==> config.mk <==
export PLATFORM = sky130hd
export DESIGN_NAME = gpio_port_ctrl
export DESIGN_NICKNAME = d
export VERILOG_FILES = /design/src/rtl/gpio_port_pkg.sv /design/src/rtl/gpio_sync2.sv /design/src/rtl/gpio_irq_pin.sv /design/src/rtl/gpio_pad_pin.sv /design/src/rtl/gpio_port_regs.sv /design/src/rtl/gpio_port_ctrl.sv
export SDC_FILE = /design/constraint.sdc
export NUM_CORES = 1
export LEC_CHECK = 0
export ABC_AREA = 1
export ABC_CLOCK_PERIOD_IN_PS = 2000
export BUFFER_PORTS_ARGS = -buffer_cell sky130_fd_sc_hd__buf_2
export CAP_MARGIN = 40
export CORE_ASPECT_RATIO = 0.9
export CORE_MARGIN = 8
export CORE_UTILIZATION = 64
export CTS_BUF_LIST = sky130_fd_sc_hd__clkbuf_8
export CTS_CLUSTER_DIAMETER = 80
export DETAILED_ROUTE_END_ITERATION = 8
export PLACE_DENSITY_LB_ADDON = 0.2
export SYNTH_ARGS = -nofsm -noshare
export SYNTH_HDL_FRONTEND = slang
export SYNTH_SLANG_ARGS = --single-unit
==> constraint.sdc <==
create_clock -name clk -period 2 [get_ports clk]
set_clock_uncertainty 0.05 [all_clocks]
set_input_delay 0.2 -clock clk [delete_from_list [all_inputs] [get_ports clk]]
set_output_delay 0.2 -clock clk [all_outputs]
set_load 0.05 [all_outputs]
==> src/rtl/gpio_port_pkg.sv <==
package gpio_port_pkg;
    localparam int NPIN = 8;
    localparam int AW   = 12;

    typedef enum logic [3:0] {
        CR_DIR   = 4'd0,
        CR_LVL   = 4'd1,
        CR_BOTH  = 4'd2,
        CR_POL   = 4'd3,
        CR_MASK  = 4'd4,
        CR_RAW   = 4'd5,
        CR_MSTAT = 4'd6,
        CR_CLR   = 4'd7,
        CR_ALT   = 4'd8,
        CR_PU    = 4'd9,
        CR_PD    = 4'd10,
        CR_OD    = 4'd11,
        CR_DEN   = 4'd12
    } cfg_reg_e;

    typedef struct packed {
        logic [NPIN-1:0] dir;
        logic [NPIN-1:0] dout;
        logic [NPIN-1:0] lvl;
        logic [NPIN-1:0] both;
        logic [NPIN-1:0] pol;
        logic [NPIN-1:0] msk;
        logic [NPIN-1:0] alt;
        logic [NPIN-1:0] pu;
        logic [NPIN-1:0] pd;
        logic [NPIN-1:0] od;
        logic [NPIN-1:0] den;
    } port_cfg_t;

    function automatic logic is_data_hit(logic [AW-1:0] a);
        return (a[AW-1:AW-2] == 2'b00) && (a[1:0] == 2'b00);
    endfunction

    function automatic logic is_cfg_hit(logic [AW-1:0] a);
        return (a[AW-1:AW-2] == 2'b01) && (a[AW-3:6] == '0) && (a[1:0] == 2'b00);
    endfunction

    function automatic logic [NPIN-1:0] addr_mask(logic [AW-1:0] a);
        return a[NPIN+1:2];
    endfunction
endpackage

==> src/rtl/gpio_sync2.sv <==
module gpio_sync2 #(
    parameter int W = 8
) (
    input  logic         clk,
    input  logic         rst,
    input  logic [W-1:0] d,
    output logic [W-1:0] q
);
    logic [W-1:0] meta;

    always_ff @(posedge clk) begin
        if (rst) begin
            meta <= '0;
            q    <= '0;
        end else begin
            meta <= d;
            q    <= meta;
        end
    end
endmodule

==> src/rtl/gpio_irq_pin.sv <==
module gpio_irq_pin (
    input  logic clk,
    input  logic rst,
    input  logic s,
    input  logic den,
    input  logic lvl,
    input  logic both,
    input  logic pol,
    input  logic clr,
    output logic raw
);
    logic s_d;
    logic latch_q;
    logic rise, fall, ev, lvl_hit;

    always_comb begin
        rise    = s & ~s_d;
        fall    = ~s & s_d;
        ev      = den & ~lvl & (both ? (rise | fall) : (pol ? rise : fall));
        lvl_hit = pol ? s : ~s;
        raw     = den & (lvl ? lvl_hit : latch_q);
    end

    always_ff @(posedge clk) begin
        if (rst) begin
            s_d     <= 1'b0;
            latch_q <= 1'b0;
        end else begin
            s_d <= s;
            if (lvl) latch_q <= 1'b0;
            else     latch_q <= (latch_q & ~clr) | ev;
        end
    end
endmodule

==> src/rtl/gpio_pad_pin.sv <==
module gpio_pad_pin (
    input  logic alt,
    input  logic od,
    input  logic dir,
    input  logic dout,
    input  logic alt_o,
    input  logic alt_e,
    output logic o,
    output logic e
);
    always_comb begin
        if (alt) begin
            o = alt_o;
            e = alt_e;
        end else if (od) begin
            o = 1'b0;
            e = dir & ~dout;
        end else begin
            o = dout;
            e = dir;
        end
    end
endmodule

==> src/rtl/gpio_port_regs.sv <==
module gpio_port_regs
    import gpio_port_pkg::*;
#(
    parameter logic [NPIN-1:0] DBG_PINS = 8'h0F
) (
    input  logic            clk,
    input  logic            rst,
    input  logic            wr,
    input  logic [AW-1:0]   addr,
    input  logic [NPIN-1:0] wdata,
    input  logic [NPIN-1:0] s_in,
    input  logic [NPIN-1:0] ris,
    output port_cfg_t       cfg,
    output logic [NPIN-1:0] clr,
    output logic [NPIN-1:0] rdata
);
    logic            dhit, chit;
    logic [NPIN-1:0] m;
    cfg_reg_e        sel;
    logic [NPIN-1:0] pin_view;

    always_comb begin
        dhit     = is_data_hit(addr);
        chit     = is_cfg_hit(addr);
        m        = addr_mask(addr);
        sel      = cfg_reg_e'(addr[5:2]);
        pin_view = (cfg.dir & cfg.dout) | (~cfg.dir & s_in);
        clr      = (wr && chit && sel == CR_CLR) ? wdata : '0;
    end

    always_ff @(posedge clk) begin
        if (rst) begin
            cfg.dir  <= '0;
            cfg.dout <= '0;
            cfg.lvl  <= '0;
            cfg.both <= '0;
            cfg.pol  <= '0;
            cfg.msk  <= '0;
            cfg.pd   <= '0;
            cfg.od   <= '0;
            cfg.alt  <= DBG_PINS;
            cfg.pu   <= DBG_PINS;
            cfg.den  <= DBG_PINS;
        end else if (wr) begin
            if (dhit) begin
                cfg.dout <= (cfg.dout & ~m) | (wdata & m);
            end else if (chit) begin
                case (sel)
                    CR_DIR:  cfg.dir  <= wdata;
                    CR_LVL:  cfg.lvl  <= wdata;
                    CR_BOTH: cfg.both <= wdata;
                    CR_POL:  cfg.pol  <= wdata;
                    CR_MASK: cfg.msk  <= wdata;
                    CR_ALT:  cfg.alt  <= wdata;
                    CR_PU:   cfg.pu   <= wdata;
                    CR_PD:   cfg.pd   <= wdata;
                    CR_OD:   cfg.od   <= wdata;
                    CR_DEN:  cfg.den  <= wdata;
                    default: ;
                endcase
            end
        end
    end

    always_comb begin
        rdata = '0;
        if (dhit) begin
            rdata = pin_view & m;
        end else if (chit) begin
            case (sel)
                CR_DIR:   rdata = cfg.dir;
                CR_LVL:   rdata = cfg.lvl;
                CR_BOTH:  rdata = cfg.both;
                CR_POL:   rdata = cfg.pol;
                CR_MASK:  rdata = cfg.msk;
                CR_RAW:   rdata = ris;
                CR_MSTAT: rdata = ris & cfg.msk;
                CR_ALT:   rdata = cfg.alt;
                CR_PU:    rdata = cfg.pu;
                CR_PD:    rdata = cfg.pd;
                CR_OD:    rdata = cfg.od;
                CR_DEN:   rdata = cfg.den;
                default:  rdata = '0;
            endcase
        end
    end
endmodule

==> src/rtl/gpio_port_ctrl.sv <==
module gpio_port_ctrl
    import gpio_port_pkg::*;
#(
    parameter logic [NPIN-1:0] DBG_PINS = 8'h0F
) (
    input  logic            clk,
    input  logic            por_rst,
    input  logic            ext_rst,
    input  logic            bus_wr,
    input  logic [AW-1:0]   bus_addr,
    input  logic [NPIN-1:0] bus_wdata,
    output logic [NPIN-1:0] bus_rdata,
    input  logic [NPIN-1:0] pad_in,
    output logic [NPIN-1:0] pad_out,
    output logic [NPIN-1:0] pad_oe,
    output logic [NPIN-1:0] pad_pu,
    output logic [NPIN-1:0] pad_pd,
    input  logic [NPIN-1:0] alt_out,
    input  logic [NPIN-1:0] alt_oe,
    output logic [NPIN-1:0] alt_in,
    output logic            irq
);
    logic            rst_any;
    logic [NPIN-1:0] s_raw, s_in, ris, clr;
    port_cfg_t       cfg;

    assign rst_any = por_rst | ext_rst;

    gpio_sync2 #(.W(NPIN)) u_sync (
        .clk (clk),
        .rst (rst_any),
        .d   (pad_in),
        .q   (s_raw)
    );

    assign s_in   = s_raw & cfg.den;
    assign alt_in = s_in;

    gpio_port_regs #(.DBG_PINS(DBG_PINS)) u_regs (
        .clk   (clk),
        .rst   (rst_any),
        .wr    (bus_wr),
        .addr  (bus_addr),
        .wdata (bus_wdata),
        .s_in  (s_in),
        .ris   (ris),
        .cfg   (cfg),
        .clr   (clr),
        .rdata (bus_rdata)
    );

    for (genvar i = 0; i < NPIN; i++) begin : g_pin
        gpio_irq_pin u_irq (
            .clk  (clk),
            .rst  (rst_any),
            .s    (s_in[i]),
            .den  (cfg.den[i]),
            .lvl  (cfg.lvl[i]),
            .both (cfg.both[i]),
            .pol  (cfg.pol[i]),
            .clr  (clr[i]),
            .raw  (ris[i])
        );
        gpio_pad_pin u_pad (
            .alt   (cfg.alt[i]),
            .od    (cfg.od[i]),
            .dir   (cfg.dir[i]),
            .dout  (cfg.dout[i]),
            .alt_o (alt_out[i]),
            .alt_e (alt_oe[i]),
            .o     (pad_out[i]),
            .e     (pad_oe[i])
        );
    end

    assign pad_pu = cfg.pu;
    assign pad_pd = cfg.pd;
    assign irq    = |(ris & cfg.msk);
endmodule

==> results.md, run 1 <==
* Total Die Area at 13900 µm²
* Period minus WS final at 1.96 ns
* WHS at -0.00641 ns
* Synth Warn # at 0
* Leakage power at 3.41 nW
* Post-route setup slack at 0.0389 ns
* Root Buffer: clkbuf_8
* RR Endpoint: g_pin[7].u_irq.latch_q
* GRT Overall Usage at 29.3%
* Met2 Wirelength at 9610 µm
* Worst-path clk slew at 0.07 ns
* # IOs at 97
* Routed len/inst at 17.6 µm
* Vias in the first global route at 6452
* # nets final at 1128
* Design Area, Final at 7930 µm²
* Clock latency on the worst-skew pair at 0.45 ns
* Routed length on met1 at 8050 µm
* Final Wtd Congestion at 1.02
* Via count at 7037
* Buffers on Ports at 96
* Peak VDD IR at 0.000637 V
* Clock tree buffer depth at 2
* Final wirelength at 21200 µm
* Slew headroom at 61.2%
* Worst hold stages at 3
* Yosys cell types at 32
* CP Cell Sequence: inv_1 > nand2_2 > nand3_2 > nand2_2 > o21ai_2 > nor3_2 > nand2_1 > buf_6
* Final HPWL DP at 14300 µm
* Delay-heaviest family, CP: simple AND/OR/NAND/NOR gates
* Crit end category: output port
* Met3 routed WL at 2520 µm
* Type of the worst setup path: reg2out
* Worst EP arrival at 1.71 ns
* Worst slew pin tran at 0.581 ns
* Fin crit share at 98.1%
* Share of post-route cells with drive strength above 1 at 25.3%
* Syn_area_per_cell at 6.79 µm²
* Cell Area, Synth at 6640 µm²
* Finish-stage setup viols at 0
* Max-Cap Viols at 0
* Area share of the largest cell type after synthesis at 36.2%
* Initial antenna violation count at 0
* H-tree levels at 4
* Initial Util at 65.3%
* Antenna diode count at 0
* P&R area growth vs syn at 19.5%
* Fin. max-slew vios at 0
* Num Clock Sinks at 120
* Critical path peak fanout at 4
* Seq/Total Area, Yosys at 36.2%
* Largest net degree at the start of global routing at 90
* RSZ-0062 raised after global routing: true
* DR pass1 iterations at 6
* Most common flop cell mapped by yosys: dfxtp_1
* Synth async-reset ratio at 0%
* Cell Count, Final, Fillers Out at 1205
* Highest clock rate at 0.510 GHz
* DR vias/cell at 5.84
* Post-synthesis register bit count at 120
* Highest routed layer: met4
* First-pass GRT wire length at 32000 µm
* Total power at 0.00493 W
* HP Start: bus_addr[6]
* Inserted Clock Buffers at 17
* FF-to-FF Start: u_regs.cfg[7]
* CP bufs+invs at 2
* Count of final hold-check violations at 1
* DR DRC count at 0
* Critical Path RT at 1.75 ns
* CTS tree: built
* Placed inst area at 7080 µm²
* Die Y-Extent at 113 µm
* Row Count at 35
* Die Width at 123 µm
* Core area at 10200 µm²
* Violated checks: hold timing
* R2R cell count at 6
* P per Cell Area at 622 nW/µm²
* DRT iter0 DRCs at 948
* Most repeated library cell on the critical path: nand2_2
* Grt ovf at 0
* Synth top area cells: dfxtp_1 36%, nand2_1 11%, a21oi_1 7.2%
* Post-route antenna net violation count at 0
* Largest area contributor in the netlist: dfxtp_1
* Largest stage delay on the critical path at 0.33 ns
* Status: finished with violations
* R2R Setup Slk at 0.69 ns
* Critical Path Start Type: flop
* EDFF count, synth at 0
* Synthesized Nets at 1042
* Fillers at 777
* Placed cells at 1156
* Slowest CP cell: dfxtp_2
* Worst hold path type: in2reg
* Syn Inst Count at 978
* DP Worst Slack at -0.103 ns
[synth_stat cells, types with 11 or more instances]
library cell / instances
inv_1: 106
clkbuf_1: 19
buf_4: 46
a21oi_1: 95
dfxtp_1: 120
nor3_1: 11
o21ai_0: 88
nor2_1: 106
ha_1: 16
o211ai_1: 15
nand2_1: 202
nand3_1: 82
[worst register-to-register path: cells and delay by family, from the launching register on]
| kind | cells | cell delay, ns |
|---|---|---|
| and+or+nand+nor | 2 | 0.12 |
| buffers and inverters | 1 | 0.15 |
| adders and majority gates | 1 | 0.27 |
| AOI/OAI and AO/OA | 2 | 0.28 |
| DFF | 1 | 0.38 |
[per-layer routing]
metal	vias to the layer above	global-route usage, %
met3	111	7.18
met5	-	0
met4	0	16.6
met2	466	45.6
li1	3341	-
met1	3119	36.1
[repair_timing]
action	CTS	global route
pin swaps	0	19
hold buffers	10	0
buffers inserted	0	8
resized for setup	24	94
setup endpoints to repair	8	9
hold endpoints to repair	10	0
[stage by stage]
step | util [%] | TNS [ns]
2_1_floorplan | - | 0
3_3_place_gp | 69.4 | -0.234
3_5_place_dp | 69.7 | -0.538
4_1_cts | 74.9 | 0
5_1_grt | 78.1 | -0.213
6_report | 78.1 | 0
[flip-flops by register name (all words and copies together), names as in the netlist, named ones only]
name	cells
g_pin.u_irq.latch_q	8
g_pin.u_irq.s_d	8
u_regs.cfg	80
u_sync.meta	8
u_sync.q	8
[cells in the final DEF (no fill, tap or decap), types with 9 or more instances in the layout]
master and instances:
nand2_1 177, inv_1 102, nor2_1 96, a21oi_1 95, dfxtp_1 93, o21ai_0 87, buf_2 87, nand3_1 75
buf_4 34, nand2_2 28, clkbuf_8 22, dfxtp_2 20, ha_1 16, o211ai_1 15, inv_2 10, nor3_1 10
dlygate4sd3_1 10, nand4_1 9
[worst max path at each step]
stage | from | end | cells after the start | slack (ns)
3_5_place_dp | bus_addr[4] | bus_rdata[5] | 11 | -0.10
6_report | u_regs.cfg[52] | irq | 8 | 0.04
2_1_floorplan | bus_addr[5] | bus_rdata[1] | 10 | 0.23
5_1_grt | u_regs.cfg[69] | bus_rdata[5] | 9 | -0.07
3_3_place_gp | bus_addr[4] | bus_rdata[4] | 11 | -0.05
4_1_cts | u_regs.cfg[69] | irq | 7 | 0.0005
[layout make-up]
type | count | area, µm² | area share (%)
Tap cell | 129 | 161 | 2.04
Clock buffer | 22 | 303 | 3.82
Inverter | 110 | 413 | 5.21
Timing Repair Buffer | 145 | 1010 | 12.7
Clock inverter | 9 | 75.1 | 0.947
Multi-Input combinational cell | 670 | 3510 | 44.3
Sequential cell | 120 | 2450 | 30.9
[power breakdown]
group          switching [W]  total, W  internal [W]
clock network       0.000980   0.00210       0.00112
registers         0.00000507   0.00239       0.00239
logic               0.000290  0.000434      0.000144
[cell families after synthesis]
| kind of cell | synth area share, % |
|---|---|
| buffers and inverters | 13.9 |
| AO/OA/AOI/OAI | 18.1 |
| flip-flops | 36.2 |
| adder cells (fa/ha/maj) | 3.02 |
| AND/OR/NAND/NOR | 28.8 |
Note: power is estimated with default switching activity, not from simulation.
==> run 2, diff against run 1 <==
--- a/config.mk
+++ b/config.mk
@@ -5,7 +5,6 @@
 export SDC_FILE = /design/constraint.sdc
 export NUM_CORES = 1
 export LEC_CHECK = 0
-export ABC_AREA = 1
 export ABC_CLOCK_PERIOD_IN_PS = 2000
 export BUFFER_PORTS_ARGS = -buffer_cell sky130_fd_sc_hd__buf_2
 export CAP_MARGIN = 40
@@ -16,6 +15,7 @@
 export CTS_CLUSTER_DIAMETER = 80
 export DETAILED_ROUTE_END_ITERATION = 8
 export PLACE_DENSITY_LB_ADDON = 0.2
+export SLEW_MARGIN = 10
 export SYNTH_ARGS = -nofsm -noshare
 export SYNTH_HDL_FRONTEND = slang
 export SYNTH_SLANG_ARGS = --single-unit
==> run 2 against run 1 <==
  * The run ends with setup timing left
  * Global-route usage is 3.4 points higher
  * Synthesized cell count is 15% lower
  * Worst setup slack worse by 0.33 ns
  * Sequential share of layout area is 1.4 points lower
  * Die area is 0.25% lower
  * Maximum frequency is 14% lower
  * Non-clock buffer count is 45 higher
  * Critical endpoint is now bus_rdata[5]
  * Worst hold slack better by 0.061 ns
  * Critical path depth is 2 lower
==> results.md, run 2 <==
* Status: finished with violations (unchanged)
* Violated checks: setup timing (was hold timing)
* Synth Area in Compound Gates at 14.5% (was 18.1%)
* # IOs at 97 (unchanged)
* Largest area contributor in the netlist: dfxtp_1 (unchanged)
* Cell Area, Synth at 6620 µm² (was 6640 µm²)
* Finish-stage setup viols at 9 (was 0)
* CTS tree: built (unchanged)
* Multi-input logic area at 3790 µm² (was 3510 µm²)
* Highest clock rate at 0.437 GHz (was 0.510 GHz)
* Row Count at 35 (unchanged)
* Post-route setup slack at -0.290 ns (was 0.0389 ns)
* Largest stage delay on the critical path at 0.47 ns (was 0.33 ns)
* Commonest cells after routing, fill and taps aside: 166 x nand2_1, 99 x dfxtp_1, 87 x buf_2, 77 x buf_4, 71 x a21oi_1 (was 177 x nand2_1, 102 x inv_1, 96 x nor2_1, 95 x a21oi_1, 93 x dfxtp_1)
* WHS at 0.0548 ns (was -0.00641 ns)
* Worst-path clk slew at 0.08 ns (was 0.07 ns)
* Period minus WS final at 2.29 ns (was 1.96 ns)
* Fin. max-slew vios at 0 (unchanged)
* Final Wtd Congestion at 0.932 (was 1.02)
* Post-synthesis register bit count at 120 (unchanged)
* Initial Util at 65.1% (was 65.3%)
* Share of post-route cells with drive strength above 1 at 30.3% (was 25.3%)
* Syn_area_per_cell at 8.00 µm² (was 6.79 µm²)
* Synth Warn # at 0 (unchanged)
* Reg with most FFs: u_regs.cfg (unchanged)
* # nets final at 1009 (was 1128)
* Max-Cap Viols at 0 (unchanged)
* First-pass GRT wire length at 35300 µm (was 32000 µm)
* Buffers on Ports at 96 (unchanged)
* Yosys cell types at 53 (was 32)
* RSZ-0062 raised after global routing: true (unchanged)
* Initial antenna violation count at 0 (unchanged)
* Critical Path RT at 1.75 ns (about the same)
* Slew headroom at 54.2% (was 61.2%)
* Die Width at 123 µm (about the same)
* Core Util, Final at 81.2% (was 78.1%)
* Synth Area in Simple Gates at 23.8% (was 28.8%)
* Most common flop cell mapped by yosys: dfxtp_1 (unchanged)
* GRT Overall Usage at 32.7% (was 29.3%)
* Synth top area cells: dfxtp_1 36%, nand2_1 9.4%, mux2i_1 9.2% (was dfxtp_1 36%, nand2_1 11%, a21oi_1 7.2%)
* Design Area, Final at 8250 µm² (was 7930 µm²)
* Root Buffer: clkbuf_8 (unchanged)
* Post-route antenna net violation count at 0 (unchanged)
* Synth Area in XOR/XNOR at 1.06% (was 0%)
* Final HPWL DP at 15500 µm (was 14300 µm)
* Largest family of logic cells by synthesized area: simple AND/OR/NAND/NOR gates (unchanged)
* Storage cell area at 2440 µm² (was 2450 µm²)
* Grt ovf at 0 (unchanged)
* Count leader, synth: nand2_1 (unchanged)
* P per Cell Area at 640 nW/µm² (was 622 nW/µm²)
* Routed len/inst at 20.7 µm (was 17.6 µm)
* H-tree levels at 4 (unchanged)
* Commonest non-fill, non-tap cell in the layout: nand2_1 (unchanged)
* Slowest CP cell: mux4_2 (was dfxtp_2)
* CP Cell Sequence: mux4_2 > a22oi_2 > o41ai_1 > a21oi_1 > o21ai_1 > buf_6 (was inv_1 > nand2_2 > nand3_2 > nand2_2 > o21ai_2 > nor3_2 > nand2_1 > buf_6)
* Seq/Total Area, Yosys at 36.3% (was 36.2%)
* Synth async-reset ratio at 0% (unchanged)
* Count of final hold-check violations at 0 (was 1)
* Worst slew pin tran at 0.687 ns (was 0.581 ns)
* Critical path peak fanout at 5 (was 4)
* Total power at 0.00528 W (was 0.00493 W)
* Synthesized Nets at 891 (was 1042)
* DRT iter0 DRCs at 602 (was 948)
* DR vias/cell at 6.17 (was 5.84)
* EDFF count, synth at 0 (unchanged)
* Syn Inst Count at 827 (was 978)
* Vias in the first global route at 6838 (was 6452)
* Leakage power at 3.30 nW (was 3.41 nW)
* Worst EP arrival at 2.04 ns (was 1.71 ns)
* Post-synthesis adder-cell area fraction at 3.02% (about the same)
* Largest net degree at the start of global routing at 39 (was 90)
* Final wirelength at 22500 µm (was 21200 µm)
* Placed inst area at 7390 µm² (was 7080 µm²)
* Num Clock Sinks at 120 (unchanged)
* Area share of the largest cell type after synthesis at 36.3% (was 36.2%)
* Peak VDD IR at 0.000688 V (was 0.000637 V)
* Core area at 10200 µm² (unchanged)
* Synth cell count leaders: 166 x nand2_1, 120 x dfxtp_1, 71 x a21oi_1, 63 x nor2_1, 61 x mux2i_1 (was 202 x nand2_1, 120 x dfxtp_1, 106 x inv_1, 106 x nor2_1, 95 x a21oi_1)
* Worst hold path type: in2reg (unchanged)
* Fin crit share at 114% (was 98.1%)
* DR pass1 iterations at 7 (was 6)
* Critical Path Start Type: flop (unchanged)
* Fillers at 651 (was 777)
* Crit end category: output port (unchanged)
* Clock tree buffer depth at 2 (unchanged)
* Total Die Area at 13900 µm² (about the same)
* Type of the worst setup path: reg2out (unchanged)
* Max reg flops at 80 (unchanged)
* Mux cell area share after synthesis at 11.9% (was 0%)
* Inserted Clock Buffers at 17 (unchanged)
* Antenna diode count at 0 (unchanged)
* Via count at 6709 (was 7037)
* Die Y-Extent at 112 µm (was 113 µm)
* Clock latency on the worst-skew pair at 0.45 ns (about the same)
* DR DRC count at 0 (unchanged)
* P&R area growth vs syn at 24.6% (was 19.5%)
run 2: per-stage QoR:
step / TNS (ns) / instances / setup slack [ns]
after floorplan: -1.42 / 827 / -0.187
after global placement: -0.655 / 1038 / -0.170
after detailed placement: -0.932 / 1038 / -0.212
after CTS: -1.82 / 1087 / -0.292
after global routing: -2.40 / 1087 / -0.335
final: -1.81 / 1087 / -0.290
run 2: logic make-up (layout without fill, tap and decap cells):
family	count (synthesis)	count (layout)
simple gates	334	334
compound gates	161	161
fa+ha+maj	16	16
xor+xnor	8	8
buf+inv	114	245
flops	120	120
mux	74	74
run 2: timing repair:
item | CTS | global route
cloned | 0 | 0
setup buffers | 9 | 0
setup endpoints to repair | 9 | 9
hold buffers | 10 | 0
pin swaps | 26 | 13
gates resized for setup | 70 | 9
hold endpoints to repair | 11 | 0
run 2: worst paths after layout:
check,startpoint,end,slack (ns),cells after the start
min,ext_rst,u_sync.q[7],0.05,3
max reg2reg,u_regs.cfg[1],g_pin[1].u_irq.latch_q,0.17,6
max,u_regs.cfg[53],bus_rdata[5],-0.29,6
min reg2reg,u_sync.meta[0],u_sync.q[0],0.38,1
run 2: final cells by class:
type                            instances  area share [%]
Multi-Input combinational cell        593            45.9
Sequential cell                       120            29.5
Timing Repair Buffer                  190            16.3
Clock buffer                           19            3.17
Clock inverter                         13            2.03
Tap cell                              129            1.96
Inverter                               23            1.05
run 2: where the power goes:
part	switching [W]	internal (W)	total, W
clock	0.00109	0.00131	0.00240
combinational	0.000294	0.000181	0.000475
sequential	0.00000523	0.00239	0.00240
total	0.00139	0.00389	0.00528
run 2: worst max-delay path, delay by kind of cell (launching register included):
| family | cells | cell delay, ns |
|---|---|---|
| mux | 1 | 0.47 |
| buf+inv | 1 | 0.18 |
| compound gates | 4 | 0.58 |
| flops | 1 | 0.37 |
run 2: metal layers:
metal | up-vias | track usage [%] | share of wire, %
li1 | 3041 | - | -
met1 | 3173 | 36.8 | 37
met2 | 386 | 55.1 | 49
met3 | 109 | 7.33 | 8.3
met4 | 0 | 19.4 | 6.0
met5 | - | 0 | 0
